### src/rtl/udiv64_pkg.sv
package udiv64_pkg;

  localparam logic [5:0] PRIM_OP = 6'd31;
  localparam logic [8:0] EXT_OP  = 9'd457;

  typedef struct packed {
    logic       legal;
    logic [4:0] dst;
    logic       ovf_en;
    logic       rec;
  } dec_t;

  typedef struct packed {
    logic lt;
    logic gt;
    logic eq;
    logic so;
  } cond_t;

  // Next {ov, so} for the status bits.
  function automatic logic [1:0] xer_next(logic ovf_en, logic den_zero,
                                          logic ov_in, logic so_in);
    logic ov_new;
    ov_new = ovf_en ? den_zero : ov_in;
    return {ov_new, so_in | (ovf_en & den_zero)};
  endfunction

  // Signed compare against zero, from the sign bit and a nonzero flag.
  function automatic cond_t cond_of(logic sign, logic nonzero, logic so);
    cond_t c;
    c.lt = sign;
    c.gt = nonzero & ~sign;
    c.eq = ~nonzero;
    c.so = so;
    return c;
  endfunction

endpackage

### src/rtl/udiv64_decode.sv
module udiv64_decode
  import udiv64_pkg::*;
(
  input  logic [31:0] word_i,
  output dec_t        dec_o
);

  logic prim_hit;
  logic ext_hit;

  assign prim_hit = (word_i[31:26] == PRIM_OP);
  assign ext_hit  = (word_i[9:1] == EXT_OP);

  always_comb begin
    dec_o.legal  = prim_hit & ext_hit;
    dec_o.dst    = word_i[25:21];
    dec_o.ovf_en = word_i[10];
    dec_o.rec    = word_i[0];
  end

endmodule

### src/rtl/udiv64_core.sv
module udiv64_core #(
  parameter int unsigned W = 64
) (
  input  logic         clk_i,
  input  logic         rst_ni,
  input  logic         load_i,
  input  logic [W-1:0] num_i,
  input  logic [W-1:0] den_i,
  input  logic         step_i,
  output logic [W-1:0] quot_o,
  output logic         den_zero_o
);

  logic [W-1:0] rem_q;
  logic [W-1:0] quo_q;
  logic [W-1:0] den_q;
  logic         zero_q;

  // One restoring step: shift in the next dividend bit, subtract if it fits.
  function automatic logic [2*W-1:0] div_step(logic [W-1:0] rem,
                                               logic [W-1:0] quo,
                                               logic [W-1:0] den);
    logic [W:0] trial;
    logic [W:0] diff;
    logic       take;
    trial = {rem, quo[W-1]};
    take  = (trial >= {1'b0, den});
    diff  = trial - {1'b0, den};
    return {(take ? diff[W-1:0] : trial[W-1:0]), quo[W-2:0], take};
  endfunction

  always_ff @(posedge clk_i) begin
    if (!rst_ni) begin
      rem_q  <= '0;
      quo_q  <= '0;
      den_q  <= '0;
      zero_q <= 1'b0;
    end else if (load_i) begin
      rem_q  <= '0;
      quo_q  <= num_i;
      den_q  <= den_i;
      zero_q <= (den_i == '0);
    end else if (step_i) begin
      {rem_q, quo_q} <= div_step(rem_q, quo_q, den_q);
    end
  end

  assign quot_o     = quo_q;
  assign den_zero_o = zero_q;

  // the partial remainder stays below a nonzero divisor after every step
  a_r3_rem_below_den: assert property (@(posedge clk_i) disable iff (!rst_ni)
    step_i |=> (zero_q || (rem_q < den_q)));

endmodule

### src/rtl/udiv64_status.sv
module udiv64_status
  import udiv64_pkg::*;
#(
  parameter int unsigned W = 64
) (
  input  logic [W-1:0] quot_i,
  input  logic         den_zero_i,
  input  logic         ovf_en_i,
  input  logic         ov_i,
  input  logic         so_i,
  output logic [W-1:0] res_o,
  output logic         ov_o,
  output logic         so_o,
  output cond_t        cond_o
);

  logic [1:0] xer_n;

  assign res_o  = den_zero_i ? '0 : quot_i;
  assign xer_n  = xer_next(ovf_en_i, den_zero_i, ov_i, so_i);
  assign ov_o   = xer_n[1];
  assign so_o   = xer_n[0];
  assign cond_o = cond_of(res_o[W-1], |res_o, xer_n[0]);

endmodule

### src/rtl/udiv64_exec.sv
module udiv64_exec
  import udiv64_pkg::*;
#(
  parameter int unsigned W          = 64,
  parameter int unsigned SETUP_CYC  = 3,
  parameter int unsigned FINISH_CYC = 3
) (
  input  logic         clk_i,
  input  logic         rst_ni,
  input  logic         start_i,
  input  logic [31:0]  instr_i,
  input  logic [W-1:0] src_a_i,
  input  logic [W-1:0] src_b_i,
  input  logic         xer_ov_i,
  input  logic         xer_so_i,
  output logic         busy_o,
  output logic         done_o,
  output logic         illegal_o,
  output logic [W-1:0] quot_o,
  output logic [4:0]   dst_o,
  output logic         xer_ov_o,
  output logic         xer_so_o,
  output logic [3:0]   cr_o,
  output logic         cr_we_o
);

  localparam int unsigned LAT   = SETUP_CYC + W + FINISH_CYC;
  localparam int unsigned CNT_W = $clog2(LAT);
  localparam logic [CNT_W-1:0] STEP_FIRST = CNT_W'(SETUP_CYC - 1);
  localparam logic [CNT_W-1:0] STEP_LAST  = CNT_W'(SETUP_CYC + W - 2);
  localparam logic [CNT_W-1:0] TICK_END   = CNT_W'(LAT - 1);

  dec_t             dec;
  logic             accept;
  logic             reject;
  logic             step;
  logic             finish;
  logic             busy_q;
  logic [CNT_W-1:0] tick_q;
  logic             ovf_en_q;
  logic             rec_q;
  logic [4:0]       dst_q;
  logic             ov_in_q;
  logic             so_in_q;
  logic [W-1:0]     core_quot;
  logic             den_zero;
  logic [W-1:0]     res;
  logic             ov_new;
  logic             so_new;
  cond_t            cond;

  udiv64_decode u_dec (
    .word_i (instr_i),
    .dec_o  (dec)
  );

  assign accept = start_i & ~busy_q & dec.legal;
  assign reject = start_i & ~busy_q & ~dec.legal;
  assign step   = busy_q & (tick_q >= STEP_FIRST) & (tick_q <= STEP_LAST);
  assign finish = busy_q & (tick_q == TICK_END);

  udiv64_core #(.W(W)) u_core (
    .clk_i      (clk_i),
    .rst_ni     (rst_ni),
    .load_i     (accept),
    .num_i      (src_a_i),
    .den_i      (src_b_i),
    .step_i     (step),
    .quot_o     (core_quot),
    .den_zero_o (den_zero)
  );

  udiv64_status #(.W(W)) u_stat (
    .quot_i     (core_quot),
    .den_zero_i (den_zero),
    .ovf_en_i   (ovf_en_q),
    .ov_i       (ov_in_q),
    .so_i       (so_in_q),
    .res_o      (res),
    .ov_o       (ov_new),
    .so_o       (so_new),
    .cond_o     (cond)
  );

  // Sequencer: busy flag and cycle counter
  always_ff @(posedge clk_i) begin
    if (!rst_ni) begin
      busy_q <= 1'b0;
      tick_q <= '0;
    end else if (accept) begin
      busy_q <= 1'b1;
      tick_q <= '0;
    end else if (finish) begin
      busy_q <= 1'b0;
      tick_q <= '0;
    end else if (busy_q) begin
      tick_q <= tick_q + 1'b1;
    end
  end

  // Captured instruction context
  always_ff @(posedge clk_i) begin
    if (!rst_ni) begin
      ovf_en_q <= 1'b0;
      rec_q    <= 1'b0;
      dst_q    <= '0;
      ov_in_q  <= 1'b0;
      so_in_q  <= 1'b0;
    end else if (accept) begin
      ovf_en_q <= dec.ovf_en;
      rec_q    <= dec.rec;
      dst_q    <= dec.dst;
      ov_in_q  <= xer_ov_i;
      so_in_q  <= xer_so_i;
    end
  end

  // Result registers, loaded once at the end of the schedule
  always_ff @(posedge clk_i) begin
    if (!rst_ni) begin
      done_o    <= 1'b0;
      illegal_o <= 1'b0;
      quot_o    <= '0;
      dst_o     <= '0;
      xer_ov_o  <= 1'b0;
      xer_so_o  <= 1'b0;
      cr_o      <= '0;
      cr_we_o   <= 1'b0;
    end else begin
      done_o    <= finish;
      illegal_o <= reject;
      if (finish) begin
        quot_o   <= res;
        dst_o    <= dst_q;
        xer_ov_o <= ov_new;
        xer_so_o <= so_new;
        cr_o     <= cond;
        cr_we_o  <= rec_q;
      end
    end
  end

  assign busy_o = busy_q;

  // a rejected word leaves the unit idle
  a_r1_illegal_idle: assert property (@(posedge clk_i) disable iff (!rst_ni)
    illegal_o |-> (!busy_o && !done_o));

  // done is a single-cycle pulse
  a_r8_done_pulse: assert property (@(posedge clk_i) disable iff (!rst_ni)
    done_o |=> !done_o);

  // busy only drops together with done
  a_r8_busy_ends_done: assert property (@(posedge clk_i) disable iff (!rst_ni)
    $fell(busy_o) |-> done_o);

  // a start during an operation never reports illegal
  a_r9_busy_start_ignored: assert property (@(posedge clk_i) disable iff (!rst_ni)
    (start_i && busy_o) |=> !illegal_o);

  // zero divisor yields zero quotient
  a_r4_zero_result: assert property (@(posedge clk_i) disable iff (!rst_ni)
    (done_o && den_zero) |-> (quot_o == '0));

  // summary overflow is sticky
  a_r5_so_sticky: assert property (@(posedge clk_i) disable iff (!rst_ni)
    (done_o && so_in_q) |-> xer_so_o);

  // without overflow-enable the overflow bit passes through
  a_r6_ov_passthru: assert property (@(posedge clk_i) disable iff (!rst_ni)
    (done_o && !ovf_en_q) |-> (xer_ov_o == ov_in_q));

  // exactly one of LT/GT/EQ and SO copies the status output
  a_r7_one_cond: assert property (@(posedge clk_i) disable iff (!rst_ni)
    (done_o && cr_we_o) |-> ($countones(cr_o[3:1]) == 1 && cr_o[0] == xer_so_o));

endmodule

### config.mk
export PLATFORM = sky130hd
export DESIGN_NAME = udiv64_exec
export DESIGN_NICKNAME = d
export VERILOG_FILES = /design/src/rtl/udiv64_pkg.sv /design/src/rtl/udiv64_decode.sv /design/src/rtl/udiv64_core.sv /design/src/rtl/udiv64_status.sv /design/src/rtl/udiv64_exec.sv
export SDC_FILE = /design/constraint.sdc
export NUM_CORES = 1
export LEC_CHECK = 0
export BUFFER_PORTS_ARGS = -buffer_cell sky130_fd_sc_hd__clkbuf_2
export CORE_MARGIN = 1.5
export CORE_UTILIZATION = 40
export CTS_CLUSTER_DIAMETER = 80
export CTS_CLUSTER_SIZE = 25
export DETAILED_ROUTE_END_ITERATION = 12
export PLACE_DENSITY = 0.69
export SLEW_MARGIN = 20
export SYNTH_ARGS = -nofsm -noshare
export SYNTH_HDL_FRONTEND = slang
export SYNTH_SLANG_ARGS = --single-unit
### constraint.sdc
create_clock -name clk_i -period 3.6 [get_ports clk_i]
set_input_delay 0.72 -clock clk_i [delete_from_list [all_inputs] [get_ports clk_i]]
set_output_delay 0.72 -clock clk_i [all_outputs]
set_load 0.01 [all_outputs]
; ---- After elaboration in Yosys (flattened, before gate mapping)
; Index checks and enable logic that the tools add are counted.
; W data, S select, Z words.
[totals]
out_inout_bits = 79
wordCells = 55
input_bits = 165
regBits = 288
[classes]
bitwise_logic = 15
n_mux = 7
n_addsub = 2
reduce_logical = 6
magnitude_cmp = 3
n_eq_ne = 3
[ops]
columns = cell, n
row1 = $mux W64, 4
row2 = $ge A65 B64 Y1, 1
row3 = $logic_not A64 Y1, 1
row4 = $reduce_or A64 Y1, 1
row5 = $sub A64 B64 Y64, 1
row6 = $and A1 B1 Y1, 9
row7 = $eq A9 B9 Y1 const B, 1
row8 = $add A7 B1 Y7 const B, 1
row9 = $eq A7 B7 Y1 const B, 1
row10 = $ge A7 B2 Y1 const B, 1
row11 = $le A7 B7 Y1 const B, 1
row12 = $eq A6 B5 Y1 const B, 1
row13 = $not A1 Y1, 5
row14 = $reduce_bool A2 Y1, 2
row15 = $mux W1, 3
row16 = $reduce_or A3 Y1, 1
row17 = $reduce_or A2 Y1, 1
row18 = $or A1 B1 Y1, 1

; ---- Longest topological paths before layout
; Gate-level depths: netlist of run 1.
[logic_depth]
depth_word = 5
mapped_depth = 15
ltp_nobuf = 14

; ---- Hierarchy
; Synthesis of run 1 repeated with hierarchy kept, for this count alone.
[unflattened]
cells_unflattened = 2141
hier_area_um2 = 17016.3
[by_module_without_submodules]
columns = mod, seq_area_each_um2, instances, area_per_inst_um2, cells_per_inst
row1 = udiv64_core, 3863.7, 1, 12390.6, 1598
row2 = udiv64_exec, 1901.8, 1, 3902.5, 433
row3 = udiv64_status, 0.0, 1, 621.8, 98
row4 = udiv64_decode, 0.0, 1, 101.3, 12

; ---- Worst setup path before layout of run 1
; Ideal clock, no wire load.
[synth_path]
path_type = flip-flop to flip-flop
start = reg u_core.quo_q[63], in the netlist u_core.quot_o[63]
end = reg u_core.rem_q[52]
setup_time_ns = 0.122
required_ns = 3.478
period_less_slack_ns = 2.887
arrival_ns = 2.765
n_path_buf = 0
slack_ns = 0.713
path_stages_with_launch = 15
path_cell_list = dfxtp_1 > inv_1 > ha_1 > inv_1 > fa_1 > a21oi_1 > o211ai_1 > a211oi_1 > nor2_1 > o41ai_2 > and3_1 > o31ai_4 > a211oi_2 > xor2_1 > o21ai_1
[synth_between]
elab_chain_len = 2
elab_cells_between_ends = 3
classes_between = 1 x add/sub / 1 x order compare / 1 x mux
[synth_rtl]
columns = item, line_no
row1 = start: declaration, udiv64_core.sv:15  ; logic [W-1:0] quo_q;
row2 = start signal: assignment, udiv64_core.sv:40  ; quo_q <= num_i;
row3 = start signal: assignment, udiv64_core.sv:44  ; {rem_q, quo_q} <= div_step(rem_q, quo_q, den_q);
row4 = $sub A64 B64 Y64 / $ge A65 B64 Y1 (equally long branches), "udiv64_core.sv:28, udiv64_core.sv:27"
row5 = $mux W64 *, udiv64_core.sv:29  ; return {(take ? diff[W-1:0] : trial[W-1:0]), quo[W-2:0], take};
row6 = end signal: assignment, udiv64_core.sv:44
row7 = end: declaration, udiv64_core.sv:14  ; logic [W-1:0] rem_q;
; Mark *: on every way between the ends. The rest lies on a longest branch, timed or not.
; A chain may end at the register's enable or synchronous reset.

; ---- Worst setup path after layout of run 1
; Same ends and word-level chain as after synthesis.

==> run summary, run 1 <==
status -> completed
TritonCTS Buffers -> 20
max-slew violation count -> 0
Leak -> 7.381 nW
Die H -> 200.1 um
Die ar. -> 0.04003 mm2
detailed router's first-iteration violation count -> 909
IO Port Bufs -> 233
H-Tree Depth -> 1
Synth cell types -> 80
IO Pins -> 244
post-CTS setup buffers -> 0
sequential area share after synthesis -> 0.3686
commonest cells in the netlist -> 308 x nand2_1, 286 x dfxtp_1, 172 x a21oi_1
DP HPWL -> 34170 um
number of cells on the critical path -> 14
FF+latch count, synth -> 286
Reg clk slew, reported paths -> 0.09 ns
Synth Instances -> 1957
most frequent CP cell -> inv_1
DRT antenna net count -> 0
final worst slack -> 0.2241 ns
WL per Instance -> 18.00 um
Initial Utilization -> 0.4038
FP Rows -> 72
final WL -> 47310 um
setup TNS -> 0 ns
Max-slew headroom -> 0.3154
gr ovfl total -> 0
critical-path maximum fanout -> 4
Synthesis Warnings -> 0
hold crit path type -> in2reg
crit-path max cell delay -> 0.46 ns
CP cell instances -> inv_1 > ha_1 > inv_1 > fa_1 > a21oi_1 > o211ai_1 > a211oi_1 > nor2_1 > o41ai_2 > and3_2 > o31ai_4 > a211oi_2 > xor2_1 > o21ai_1
Final Hold Vio Count -> 0
vias in the first global route -> 13740
layout cells sized above 1 -> 0.1569
DRC -> 0
crit path time final -> 3.376 ns
CP max stage cell -> o41ai_2
critical path class -> reg2reg
Synth area leaders -> dfxtp_1 37%, nand2_1 7.4%, a21oi_1 5.5%
startpoint class of the critical path -> flop
Synth Net Count -> 2190
Post-synth EDFFs -> 0
# clock sinks -> 286
worst path buffer plus inverter count -> 2
GPL Wtd Cong -> 0.9050
mapped cell area -> 0.01553 mm2
CP arrival -> 3.79 ns
Synth Flop Type -> dfxtp_1
Synth top area share -> 0.3686
reg2reg path depth -> 14
root buffer selected by CTS -> clkbuf_16
hold-fix buffer count after cts -> 0
first-pass GRT wire length -> 73130 um
CTS tree -> done
Crit path max-delay family -> compound AO/OA/AOI/OAI gates
Clock Path Buffers -> 3
Die W -> 200.1 um
Avg Cell Area, Syn -> 7.937 um2
first-pass detailed-route iteration total -> 5
Setup Skew -> 0.01939 ns
post-place setup slack -> 0.2052 ns
asr flop ratio synth -> 0
reg2reg setup slack -> 0.22 ns
area leader, netlist -> dfxtp_1
initial antenna violation count -> 1
hold path depth -> 3
pwr dens -> 328.7 mW/mm2
largest net degree at the start of global routing -> 85
worst endpoint required time -> 4.01 ns
FILL cells -> 3829
Syn-to-layout area delta -> 14.38%
# diodes -> 0
GRT Util Overall -> 0.2276
crit end category -> flop
NumNets Final -> 2331
Core Box Area -> 0.03847 mm2
Slew @ Worst Pin -> 1.023 ns
Final Cycle Share -> 0.9378
via count -> 14850
Max-Cap Viols -> 0
Final setup viols -> 0
cell with the most instances after synthesis -> nand2_1
maximum vdd drop -> 302.9 uV
DR vias/cell -> 5.651
fmax -> 296.2 MHz
clk_lat worst skew -> 0.54 ns
RSZ-0062 raised after global routing -> no
cells in the final DEF (no fill, tap or decap), types with 21 or more instances in the layout:
master and instances:
dfxtp_1 285, inv_1 82, nand2_1 306, a22oi_1 53, nand3b_1 64, a21oi_1 172, xor2_1 26, a21boi_0 82
nand4_1 32, clkbuf_2 233, xnor2_1 34, nor4_1 42, clkbuf_16 21, o21ai_0 121, nor2_1 110, a211oi_1 34
ha_1 67, nor3_1 35, a21o_1 37
worst paths after layout:
path / start / end
max: u_core.quot_o[63] / u_core.rem_q[52]
min: src_b_i[43] / u_core.den_q[43]
max reg2reg: u_core.quot_o[63] / u_core.rem_q[52]
min reg2reg: quot_o[14] / quot_o[14]
layer usage:
metal | global-route usage | share of wire | vias to the layer above
met5 | 0 | 0.00017 | -
met2 | 0.3848 | 0.46 | 521
li1 | - | - | 7236
met4 | 0.07714 | 0.033 | 2
met3 | 0.03091 | 0.071 | 87
met1 | 0.2980 | 0.44 | 7006
worst min-delay path, delay by kind of cell:
| kind | cells | cell delay, ns |
|---|---|---|
| AND/OR/NAND/NOR | 1 | 0.04 |
| buffers and inverters | 1 | 0.09 |
| AO/OA/AOI/OAI | 1 | 0.05 |
logic make-up after synthesis:
family / Yosys count / share of synthesized area
mux: 12 / 0.007733
compound gates: 628 / 0.2671
flops: 286 / 0.3686
buf+inv: 222 / 0.05671
simple gates: 681 / 0.2108
xor+xnor: 60 / 0.03383
fa+ha+maj: 68 / 0.05526
power breakdown:
group | switching, mW | internal (mW)
logic | 0.104 | 0.0831
clock network | 1.34 | 1.16
registers | 0.000137 | 3.16
total | 1.44 | 4.40
registers in the layout, indices dropped and copies added, names as in the netlist:
| register | cells |
|---|---|
| quot_o | 64 |
| u_core.den_q | 64 |
| u_core.quot_o | 64 |
| u_core.rem_q | 64 |
| tick_q | 7 |
| dst_o | 5 |
| dst_q | 5 |
| cr_o | 3 |
| busy_o | 1 |
| cr_we_o | 1 |
| done_o | 1 |
| illegal_o | 1 |
| ov_in_q | 1 |
| ovf_en_q | 1 |
| rec_q | 1 |
| so_in_q | 1 |
| u_core.den_zero_o | 1 |
| xer_ov_o | 1 |
repair_timing:
item | 4_1_cts | 5_1_grt
setup endpoints to repair | 0 | 1
hold endpoints to repair | 0 | 0
gates resized for setup | 0 | 1
through the flow:
step	cells	util	cell area [um2]	total power [mW]	hold WS (ns)
after floorplan	1957	-	15530	3.292	0.4407
final	2628	0.4619	17770	5.841	0.3947
after global routing	2628	0.4619	17770	6.044	0.3844
after CTS	2628	0.4618	17760	5.906	0.3752
after global placement	2594	0.4433	17050	3.420	0.4483
after detailed placement	2594	0.4433	17050	3.421	0.4575
cell type report:
| type | count | area, um2 | area share |
|---|---|---|---|
| repair buffers | 257 | 1396 | 0.07859 |
| multi-input cells | 1449 | 8967 | 0.5047 |
| flip-flops and latches | 286 | 5729 | 0.3225 |
| clock buffers | 22 | 529.3 | 0.02979 |
| clock inverters | 12 | 181.4 | 0.01021 |
| inverters | 84 | 315.3 | 0.01775 |
| well taps | 518 | 648.1 | 0.03648 |
No activity file was read; power rests on OpenSTA's default activity.
==> run 2: changes to the inputs <==
--- a/config.mk
+++ b/config.mk
@@ -6,6 +6,7 @@
 export NUM_CORES = 1
 export LEC_CHECK = 0
 export BUFFER_PORTS_ARGS = -buffer_cell sky130_fd_sc_hd__clkbuf_2
+export CORE_ASPECT_RATIO = 1.5
 export CORE_MARGIN = 1.5
 export CORE_UTILIZATION = 40
 export CTS_CLUSTER_DIAMETER = 80
==> run 2 against run 1 <==
Effect of this change:
- core utilization down 0.15 points
- critical path depth is 1 higher
- routed wire length grew 0.23%
- design area fell by 0.44%
- register-to-register slack gained 0.02 ns
- flip-flop and latch count unchanged
- clock skew rose by 0.0023 ns
- combinational power is essentially flat
- sequential power about the same
- clock power down 19%
- die area about the same
- power decreased by 8.0%
- critical endpoint unchanged
- largest cell class unchanged
- largest power group unchanged
==> run summary, run 2 (synthesis gave the netlist of run 1 again) <==
initial antenna violation count -> 1
Core Box Area -> 0.03843 mm2
Setup Skew -> 0.02169 ns
H-Tree Depth -> 1
# clock sinks -> 286
largest net degree at the start of global routing -> 87
WL per Instance -> 18.12 um
critical path class -> reg2reg
pwr dens -> 303.6 mW/mm2
FILL cells -> 3905
FP Rows -> 88
Max-Cap Viols -> 0
post_cts resized -> 0
maximum vdd drop -> 381.1 uV
setup TNS -> 0 ns
Leak -> 7.382 nW
fmax -> 298.3 MHz
via count -> 14730
Initial Utilization -> 0.4042
Final setup viols -> 0
CTS tree -> done
Power Total -> 5.371 mW
IO Port Bufs -> 233
startpoint class of the critical path -> flop
GRT Util Overall -> 0.2320
DRT antenna net count -> 0
Die W -> 163.9 um
commonest non-fill, non-tap cells in the layout -> 306 x nand2_1, 285 x dfxtp_1, 233 x clkbuf_2, 172 x a21oi_1, 121 x o21ai_0
vias in the first global route -> 14280
clk_lat worst skew -> 0.52 ns
crit path time final -> 3.352 ns
Final Cycle Share -> 0.9312
Final Hold Vio Count -> 0
max-slew violation count -> 0
hold crit path type -> in2reg
Max-slew headroom -> 0.3756
fin cells -> 2616
detailed router's first-iteration violation count -> 1008
post-CTS setup buffers -> 0
GPL Wtd Cong -> 0.9346
crit end category -> flop
NumNets Final -> 2346
Reg clk slew, reported paths -> 0.10 ns
reg2reg path depth -> 15
hold path depth -> 3
Die ar. -> 0.04005 mm2
hold-fix buffer count after cts -> 0
first-pass detailed-route iteration total -> 7
TritonCTS Buffers -> 16
Clock Path Buffers -> 3
Die H -> 244.4 um
layout cells sized above 1 -> 0.1613
root buffer selected by CTS -> clkbuf_16
final core occ -> 0.4603
leading cell type in the layout, fill and taps excluded -> nand2_1
Syn-to-layout area delta -> 13.88%
DRC -> 0
critical-path maximum fanout -> 3
status -> completed
final WL -> 47410 um
placed insts -> 2590
DP HPWL -> 34530 um
DR vias/cell -> 5.631
gr ovfl total -> 0
RSZ-0062 raised after global routing -> no
first-pass GRT wire length -> 74400 um
CP arrival -> 3.76 ns
worst endpoint required time -> 4.01 ns
Slew @ Worst Pin -> 0.9280 ns
IO Pins -> 244
[run 2: cell count changes in the layout (fill, tap and decap cells not counted), sizes merged]
cell	change
diode	+1
buf	+19
clkinvlp	+1
inv	-3
clkinv	-3
clkbuf	-4
[run 2: path summary, 6_finish.rpt]
path	start	to	slack, ns
max	u_core.quot_o[63]	u_core.rem_q[52]	0.25
max reg2reg	u_core.quot_o[63]	u_core.rem_q[52]	0.25
min reg2reg	quot_o[29]	quot_o[29]	0.47
min	src_a_i[27]	u_core.quot_o[27]	0.41
[run 2: report_power, final]
group / switching (mW) / internal, mW / leakage (nW)
Sequential: 0.000152 / 3.16 / 2.30
Combinational: 0.105 / 0.0830 / 4.84
Clock: 1.12 / 0.900 / 0.243
Total: 1.23 / 4.14 / 7.38
[run 2: layout make-up]
cell class | count | area [um2] | area share
inverter | 84 | 315.3 | 0.01782
tap | 495 | 619.3 | 0.03501
sequential | 286 | 5729 | 0.3239
antenna | 1 | 2.502 | 0.0001415
timing repair buffer | 276 | 1564 | 0.08841
clock inverter | 7 | 51.30 | 0.002900
multi-input combinational | 1449 | 8969 | 0.5070
clock buffer | 18 | 439.2 | 0.02483
[run 2: per-layer routing]
metal  wire length (um)  global-route usage  share of wire
met1              18760              0.2617           0.40
met2              23990              0.4326           0.51
met3               2612             0.02358          0.055
met4               2056              0.1019          0.043
met5                  0                   0              0
[run 2: per-stage QoR]
step | hold WS, ns | area (um2) | setup WS [ns]
floorplan | 0.4407 | 15530 | 0.7130
global placement | 0.4489 | 17190 | 0.3035
detailed placement | 0.4575 | 17190 | 0.2865
CTS | 0.3802 | 17680 | 0.2590
global route | 0.3843 | 17690 | 0.07101
finish | 0.4062 | 17690 | 0.2478
[run 2: critical path, cell delays in order, from the launching register on]
cell and delay (ns):
dfxtp_1 0.33, inv_1 0.11, ha_1 0.20, inv_1 0.06, fa_1 0.40, a21oi_1 0.24, o211ai_1 0.14, a211oi_1 0.24
nor2_1 0.11, o41ai_2 0.34, buf_4 0.19, and3_1 0.28, o31ai_4 0.10, a211oi_2 0.27, xor2_1 0.17, o21ai_1 0.07
